`src/rtl/irq_pkg.sv`:
```
package irq_pkg;
  localparam int REG_W     = 8;
  localparam int BIT_FLAG  = 3;
  localparam int BIT_ACK   = 2;
  localparam int BIT_MASK  = 1;
  localparam int BIT_SENSE = 0;

  typedef struct packed {
    logic flag;
    logic mask;
    logic sense;
  } irq_state_t;

  // Pack the visible state into the register image.
  function automatic logic [REG_W-1:0] pack_reg(irq_state_t s);
    logic [REG_W-1:0] r;
    r            = '0;
    r[BIT_FLAG]  = s.flag;
    r[BIT_MASK]  = s.mask;
    r[BIT_SENSE] = s.sense;
    return r;
  endfunction

  // Next flag / acknowledged-state for the request latch.
  function automatic logic [1:0] latch_next(logic flag, logic seen, logic fall,
                                            logic clr, logic sense, logic pin_hi);
    logic done;
    done = seen | clr;
    if (fall)                   return 2'b10;
    else if (!flag)             return 2'b00;
    else if (sense && !pin_hi)  return {1'b1, done};
    else if (done)              return 2'b00;
    else                        return 2'b10;
  endfunction
endpackage

```
`src/rtl/irq_pin_sync.sv`:
```
module irq_pin_sync #(
  parameter int STAGES = 2
) (
  input  logic clk,
  input  logic rst_n,
  input  logic pin_n,
  output logic level,
  output logic fall
);
  localparam int ARM_MAX = STAGES + 1;
  localparam int CW      = $clog2(ARM_MAX + 1);

  logic [STAGES-1:0] shreg;
  logic              prev;
  logic [CW-1:0]     arm_cnt;
  logic              armed;

  generate
    if (STAGES == 1) begin : g_one
      always_ff @(posedge clk) begin
        if (!rst_n) shreg <= '1;
        else        shreg <= pin_n;
      end
    end else begin : g_many
      always_ff @(posedge clk) begin
        if (!rst_n) shreg <= '1;
        else        shreg <= {shreg[STAGES-2:0], pin_n};
      end
    end
  endgenerate

  always_ff @(posedge clk) begin
    if (!rst_n) begin
      prev    <= 1'b1;
      arm_cnt <= '0;
    end else begin
      prev <= shreg[STAGES-1];
      if (arm_cnt != CW'(ARM_MAX)) arm_cnt <= arm_cnt + 1'b1;
    end
  end

  assign armed = (arm_cnt == CW'(ARM_MAX));
  assign level = shreg[STAGES-1];
  assign fall  = armed & prev & ~shreg[STAGES-1];
endmodule

```
`src/rtl/irq_latch.sv`:
```
module irq_latch (
  input  logic clk,
  input  logic rst_n,
  input  logic fall,
  input  logic clr,
  input  logic sense,
  input  logic pin_hi,
  output logic flag,
  output logic seen
);
  import irq_pkg::*;
  logic [1:0] nxt;

  always_comb nxt = latch_next(flag, seen, fall, clr, sense, pin_hi);

  always_ff @(posedge clk) begin
    if (!rst_n) begin
      flag <= 1'b0;
      seen <= 1'b0;
    end else begin
      flag <= nxt[1];
      seen <= nxt[0];
    end
  end
endmodule

```
`src/rtl/irq_regs.sv`:
```
module irq_regs (
  input  logic                     clk,
  input  logic                     rst_n,
  input  logic                     sel,
  input  logic                     we,
  input  logic [irq_pkg::REG_W-1:0] wdata,
  input  logic                     flag,
  output logic [irq_pkg::REG_W-1:0] rdata,
  output logic                     mask,
  output logic                     sense,
  output logic                     ack_wr
);
  import irq_pkg::*;
  logic       wr;
  irq_state_t st;

  assign wr     = sel & we;
  assign ack_wr = wr & wdata[BIT_ACK];

  always_ff @(posedge clk) begin
    if (!rst_n) begin
      mask  <= 1'b0;
      sense <= 1'b0;
    end else if (wr) begin
      mask  <= wdata[BIT_MASK];
      sense <= wdata[BIT_SENSE];
    end
  end

  always_comb begin
    st.flag  = flag;
    st.mask  = mask;
    st.sense = sense;
    rdata    = pack_reg(st);
  end
endmodule

```
`src/rtl/ext_irq_ctrl.sv`:
```
module ext_irq_ctrl #(
  parameter int SYNC_STAGES = 2
) (
  input  logic       clk,
  input  logic       rst_n,
  input  logic       irq_pin_n,
  input  logic       bus_sel,
  input  logic       bus_we,
  input  logic [7:0] bus_wdata,
  output logic [7:0] bus_rdata,
  input  logic       vec_fetch,
  output logic       irq_req,
  output logic       pin_level
);
  logic fall_evt, clr_evt, ack_wr;
  logic flag_q, seen_q, mask_q, sense_q;

  irq_pin_sync #(.STAGES(SYNC_STAGES)) u_sync (
    .clk(clk), .rst_n(rst_n), .pin_n(irq_pin_n),
    .level(pin_level), .fall(fall_evt)
  );

  irq_regs u_regs (
    .clk(clk), .rst_n(rst_n), .sel(bus_sel), .we(bus_we), .wdata(bus_wdata),
    .flag(flag_q), .rdata(bus_rdata), .mask(mask_q), .sense(sense_q),
    .ack_wr(ack_wr)
  );

  assign clr_evt = ack_wr | vec_fetch;

  irq_latch u_latch (
    .clk(clk), .rst_n(rst_n), .fall(fall_evt), .clr(clr_evt),
    .sense(sense_q), .pin_hi(pin_level), .flag(flag_q), .seen(seen_q)
  );

  assign irq_req = flag_q & ~mask_q;
endmodule

```
`config.mk`:
```
export PLATFORM = sky130hd
export DESIGN_NAME = ext_irq_ctrl
export DESIGN_NICKNAME = d
export VERILOG_FILES = /design/src/rtl/irq_pkg.sv /design/src/rtl/irq_pin_sync.sv /design/src/rtl/irq_latch.sv /design/src/rtl/irq_regs.sv /design/src/rtl/ext_irq_ctrl.sv
export SDC_FILE = /design/constraint.sdc
export NUM_CORES = 1
export LEC_CHECK = 0
export BUFFER_PORTS_ARGS = -buffer_cell sky130_fd_sc_hd__buf_2
export CORE_AREA = 2 2 39 41
export DETAILED_ROUTE_END_ITERATION = 16
export DIE_AREA = 0 0 41 43
export SLEW_MARGIN = 20
export SYNTH_ARGS = -nofsm -noshare
export SYNTH_HDL_FRONTEND = slang
export SYNTH_SLANG_ARGS = --single-unit
```
`constraint.sdc`:
```
create_clock -name clk -period 3.07 [get_ports clk]
set_clock_uncertainty 0.05 [all_clocks]
set_input_delay 0 -clock clk [delete_from_list [all_inputs] [get_ports clk]]
set_output_delay 0 -clock clk [all_outputs]
set_load 0.03 [all_outputs]
```
==> Flow_metrics.wiki <==
{| class="wikitable"
! Metric !! Value
|-
| Final cell count without fillers || between 70 and 80
|-
| Pre-CTS setup slack || between 2 and 2.5 ns
|-
| Leak Pwr || ~0.24 nW
|-
| Number of optimization iterations in the first detailed-route pass || 1
|-
| Minimum clock period || between 1 and 1.5 ns
|-
| DIE AREA || around 0.0018 sq mm
|-
| Simple-gate portion of the synthesized area || 0.160
|-
| Cell accounting for the most synthesized area || sky130_fd_sc_hd__dfxtp_1
|-
| Largest buffer count on any clock path || 2
|-
| Share of the synthesized area in the top cell type || 0.434
|-
| Required time of the critical path || between 3 and 4 ns
|-
| HPWL reported at the end of detailed placement || around 600 um
|-
| Die H || 43 um
|-
| Fraction of final layout cells with drive strength greater than 1 || 0.345
|-
| Number of hold buffers added after cts || 4
|-
| Sequential area share after synthesis || 0.434
|-
| Inserted Diodes || 0
|-
| Path category of the worst min-delay check || input port to flip-flop
|-
| Cell variety after synth || 20
|-
| Switch share || 0.261
|-
| Number of vias in the routed layout || between 300 and 400
|-
| Routed length per placed instance || 10.7 um
|-
| Post-synthesis register bit count || 9
|-
| Maximum number of pins on one net before global-route repair || 7
|-
| Switching power || just under 0.07 mW
|-
| Post-layout utilization of the core || 0.377
|-
| Cells after Synth || 41
|-
| Count of routing violations after the opening detailed-route iteration || 0
|-
| Number of endpoints with negative hold slack in the final report || 0
|-
| Type of element launching the critical path || flip-flop
|-
| Clock transition at the registers of the reported paths || 0.06 ns
|-
| Per-instance average area after synthesis || 10.1 sq um
|-
| Remaining routing DRC violations || 0
|-
| CTS H-tree lvls || 1
|-
| Total power density per cell area || 508 mW/mm^2
|-
| Final-report max-slew violation count || 0
|-
| Main combinational cell family by area after synthesis || compound AO/OA/AOI/OAI gates
|-
| Vias in the first global route || between 300 and 400
|-
| Number of placed I/O pins || 24
|-
| Register-to-register setup slack || roughly 2 ns
|-
| Final GP Congestion || between 0.5 and 0.6
|-
| Adder and majority gate portion of the synthesized area || 0.0301
|-
| First-pass GRT wire length || between 1000 and 1500 um
|-
| Cell at the root of the clock tree || sky130_fd_sc_hd__clkbuf_4
|-
| Unrepaired setup endpoints after global routing || no
|-
| Compound-cell area share of the yosys netlist || 0.169
|-
| Post-DRT Antenna Nets || 0
|-
| Clk sinks || 9
|-
| Total of cells resized after clock tree synthesis || 0
|-
| Sequential Power Share || 0.494
|-
| Biggest area contributors in the synthesized netlist || sky130_fd_sc_hd__dfxtp_1 (43%), sky130_fd_sc_hd__buf_4 (14%), sky130_fd_sc_hd__a21bo_2 (4.8%), sky130_fd_sc_hd__nand3_1 (3.6%), sky130_fd_sc_hd__a2111oi_2 (3.6%)
|-
| Starting density of the core || 0.300
|-
| Grt total ovfl || 0
|-
| Vias per inst || ~4.5
|-
| Skew-Pair Late Insertion Delay || 0.25 ns
|-
| Core box area || 0.00138 sq mm
|-
| Number of placed cells counting well taps || 66
|-
| Floorplan row count || 14
|-
| Fmax || 968 MHz
|-
| Part of the power in the clock network || 0.323
|-
| Buffer count from post-CTS setup fixing || 0
|-
| Fraction of power consumed by combinational cells || 0.183
|-
| Number of buffers added on ports || 13
|-
| Wire length after detailed routing || 795 um
|-
| Setup slack of the critical path after layout || roughly 2.0 ns
|-
| Status || complete, no violations
|-
| TNS Setup || 0 ns
|-
| Worst VDD drop || 0.171 mV
|-
| Nets || 74
|-
| Internal power || approximately 0.20 mW
|-
| Most used cells in the layout excluding fill and tap cells || sky130_fd_sc_hd__buf_2 (13), sky130_fd_sc_hd__dfxtp_1 (9), sky130_fd_sc_hd__conb_1 (5)
|-
| Crit share post-route || 0.337
|-
| Clock tree from TritonCTS || built
|-
| Kind of critical path || flip-flop to flip-flop
|-
| Overall die width || approximately 40 um
|-
| Yosys warns || 0
|-
| Number of filler cells placed in the layout || ~140
|-
| Fraction of synthesized area in multiplexers || 0.0241
|-
| Largest fanout on the critical path || 4
|-
| Worst endpoint data arrival time || about 1.1 ns
|-
| # setup viols final || 0
|-
| Area growth from synthesis to final layout || 25.6%
|-
| Xor/xnor cell area share of the yosys netlist || 0.0211
|-
| Area of the mapped netlist || slightly above 400 sq um
|-
| GR Util All Layers || 0.112
|-
| Number of antenna violations at the first check in global routing || 0
|-
| Crit. End Element || flip-flop
|-
| Cts bufs inserted || 3
|-
| Leading cell type in the layout, fill and taps excluded || sky130_fd_sc_hd__buf_2
|-
| Max capacitance violation total || 0
|}
-- cell families (layout without fill, tap and decap cells) --
logic type / Yosys count / after routing
muxes: 1 / 1
and+or+nand+nor: 11 / 11
DFF: 9 / 9
adders and majority gates: 1 / 1
xor gates and xnor gates: 1 / 1
buffers and inverters: 9 / 22
AOI/OAI and AO/OA: 8 / 8
other: 1 / 5
-- final cells by class --
class / count / area, sq um / area share
Multi-Input combinational cell: 27 / 186 / 0.357
Sequential cell: 9 / 180 / 0.345
Timing Repair Buffer: 17 / 105 / 0.201
Clock buffer: 4 / 26.3 / 0.0504
Tap cell: 16 / 20.0 / 0.0384
Inverter: 1 / 3.75 / 0.00719
-- worst max-delay path: stages (launching register included) --
cell and delay, ns:
sky130_fd_sc_hd__dfxtp_1 0.32, sky130_fd_sc_hd__ha_1 0.26, sky130_fd_sc_hd__a22oi_1 0.20, sky130_fd_sc_hd__o2bb2ai_1 0.09
-- metal layers --
| layer | track usage | part of all wire | vias to the layer above |
|---|---|---|---|
| met5 | 0 | 0 | - |
| met4 | 0.0600 | 0.0050 | 0 |
| met3 | 0.0628 | 0.059 | 2 |
| met2 | 0.200 | 0.58 | 9 |
| met1 | 0.0841 | 0.36 | 155 |
| li1 | - | - | 168 |
-- sequential cells by signal, summed over array words and instances, names as in the netlist --
register and flops:
u_latch.seen 1, u_regs.mask 1, u_sync.arm_cnt 2, u_regs.sense 1
u_sync.shreg 2, u_sync.prev 1, u_latch.flag 1
-- per-stage QoR --
stage / hold WS [ns] / total power, mW / cell area (sq um)
3_3_place_gp: 0.127 / 0.176 / 455
2_1_floorplan: 0.0464 / 0.171 / 430
4_1_cts: 0.00147 / 0.270 / 522
5_1_grt: 0.00829 / 0.286 / 522
6_report: 0.00177 / 0.265 / 522
3_5_place_dp: 0.143 / 0.178 / 455
-- synthesized netlist by cell type --
| master | n |
|---|---|
| sky130_fd_sc_hd__a21oi_1 | 2 |
| sky130_fd_sc_hd__xor2_1 | 1 |
| sky130_fd_sc_hd__a22oi_1 | 1 |
| sky130_fd_sc_hd__a21bo_2 | 2 |
| sky130_fd_sc_hd__and4bb_2 | 1 |
| sky130_fd_sc_hd__conb_1 | 1 |
| sky130_fd_sc_hd__inv_1 | 1 |
| sky130_fd_sc_hd__nor2_1 | 2 |
| sky130_fd_sc_hd__nand3_1 | 3 |
| sky130_fd_sc_hd__nor2b_1 | 1 |
| sky130_fd_sc_hd__nand2_1 | 1 |
| sky130_fd_sc_hd__dfxtp_1 | 9 |
| sky130_fd_sc_hd__a311oi_1 | 1 |
| sky130_fd_sc_hd__o2bb2ai_1 | 1 |
| sky130_fd_sc_hd__nand2b_1 | 1 |
| sky130_fd_sc_hd__buf_4 | 8 |
| sky130_fd_sc_hd__a2111oi_2 | 1 |
| sky130_fd_sc_hd__ha_1 | 1 |
| sky130_fd_sc_hd__mux2i_1 | 1 |
| sky130_fd_sc_hd__or2b_1 | 2 |
-- path summary, 6_finish.rpt --
check | start | to | cells past startpoint
setup reg to reg | u_sync.arm_cnt[0] | u_latch.flag | 3
setup / recovery | u_sync.arm_cnt[0] | u_latch.flag | 3
hold reg to reg | u_sync.shreg[0] | u_sync.shreg[1] | 1
hold / removal | rst_n | u_sync.shreg[1] | 2
-- power groups by stage --
stage               sequential [mW]  combinational (mW)  clock, mW
floorplan                     0.134              0.0377          0
global placement              0.133              0.0431          0
detailed placement            0.134              0.0449          0
CTS                           0.131              0.0490     0.0896
global route                  0.132              0.0542     0.0990
finish                        0.131              0.0485     0.0856
Power figures use the tool's default switching activity.
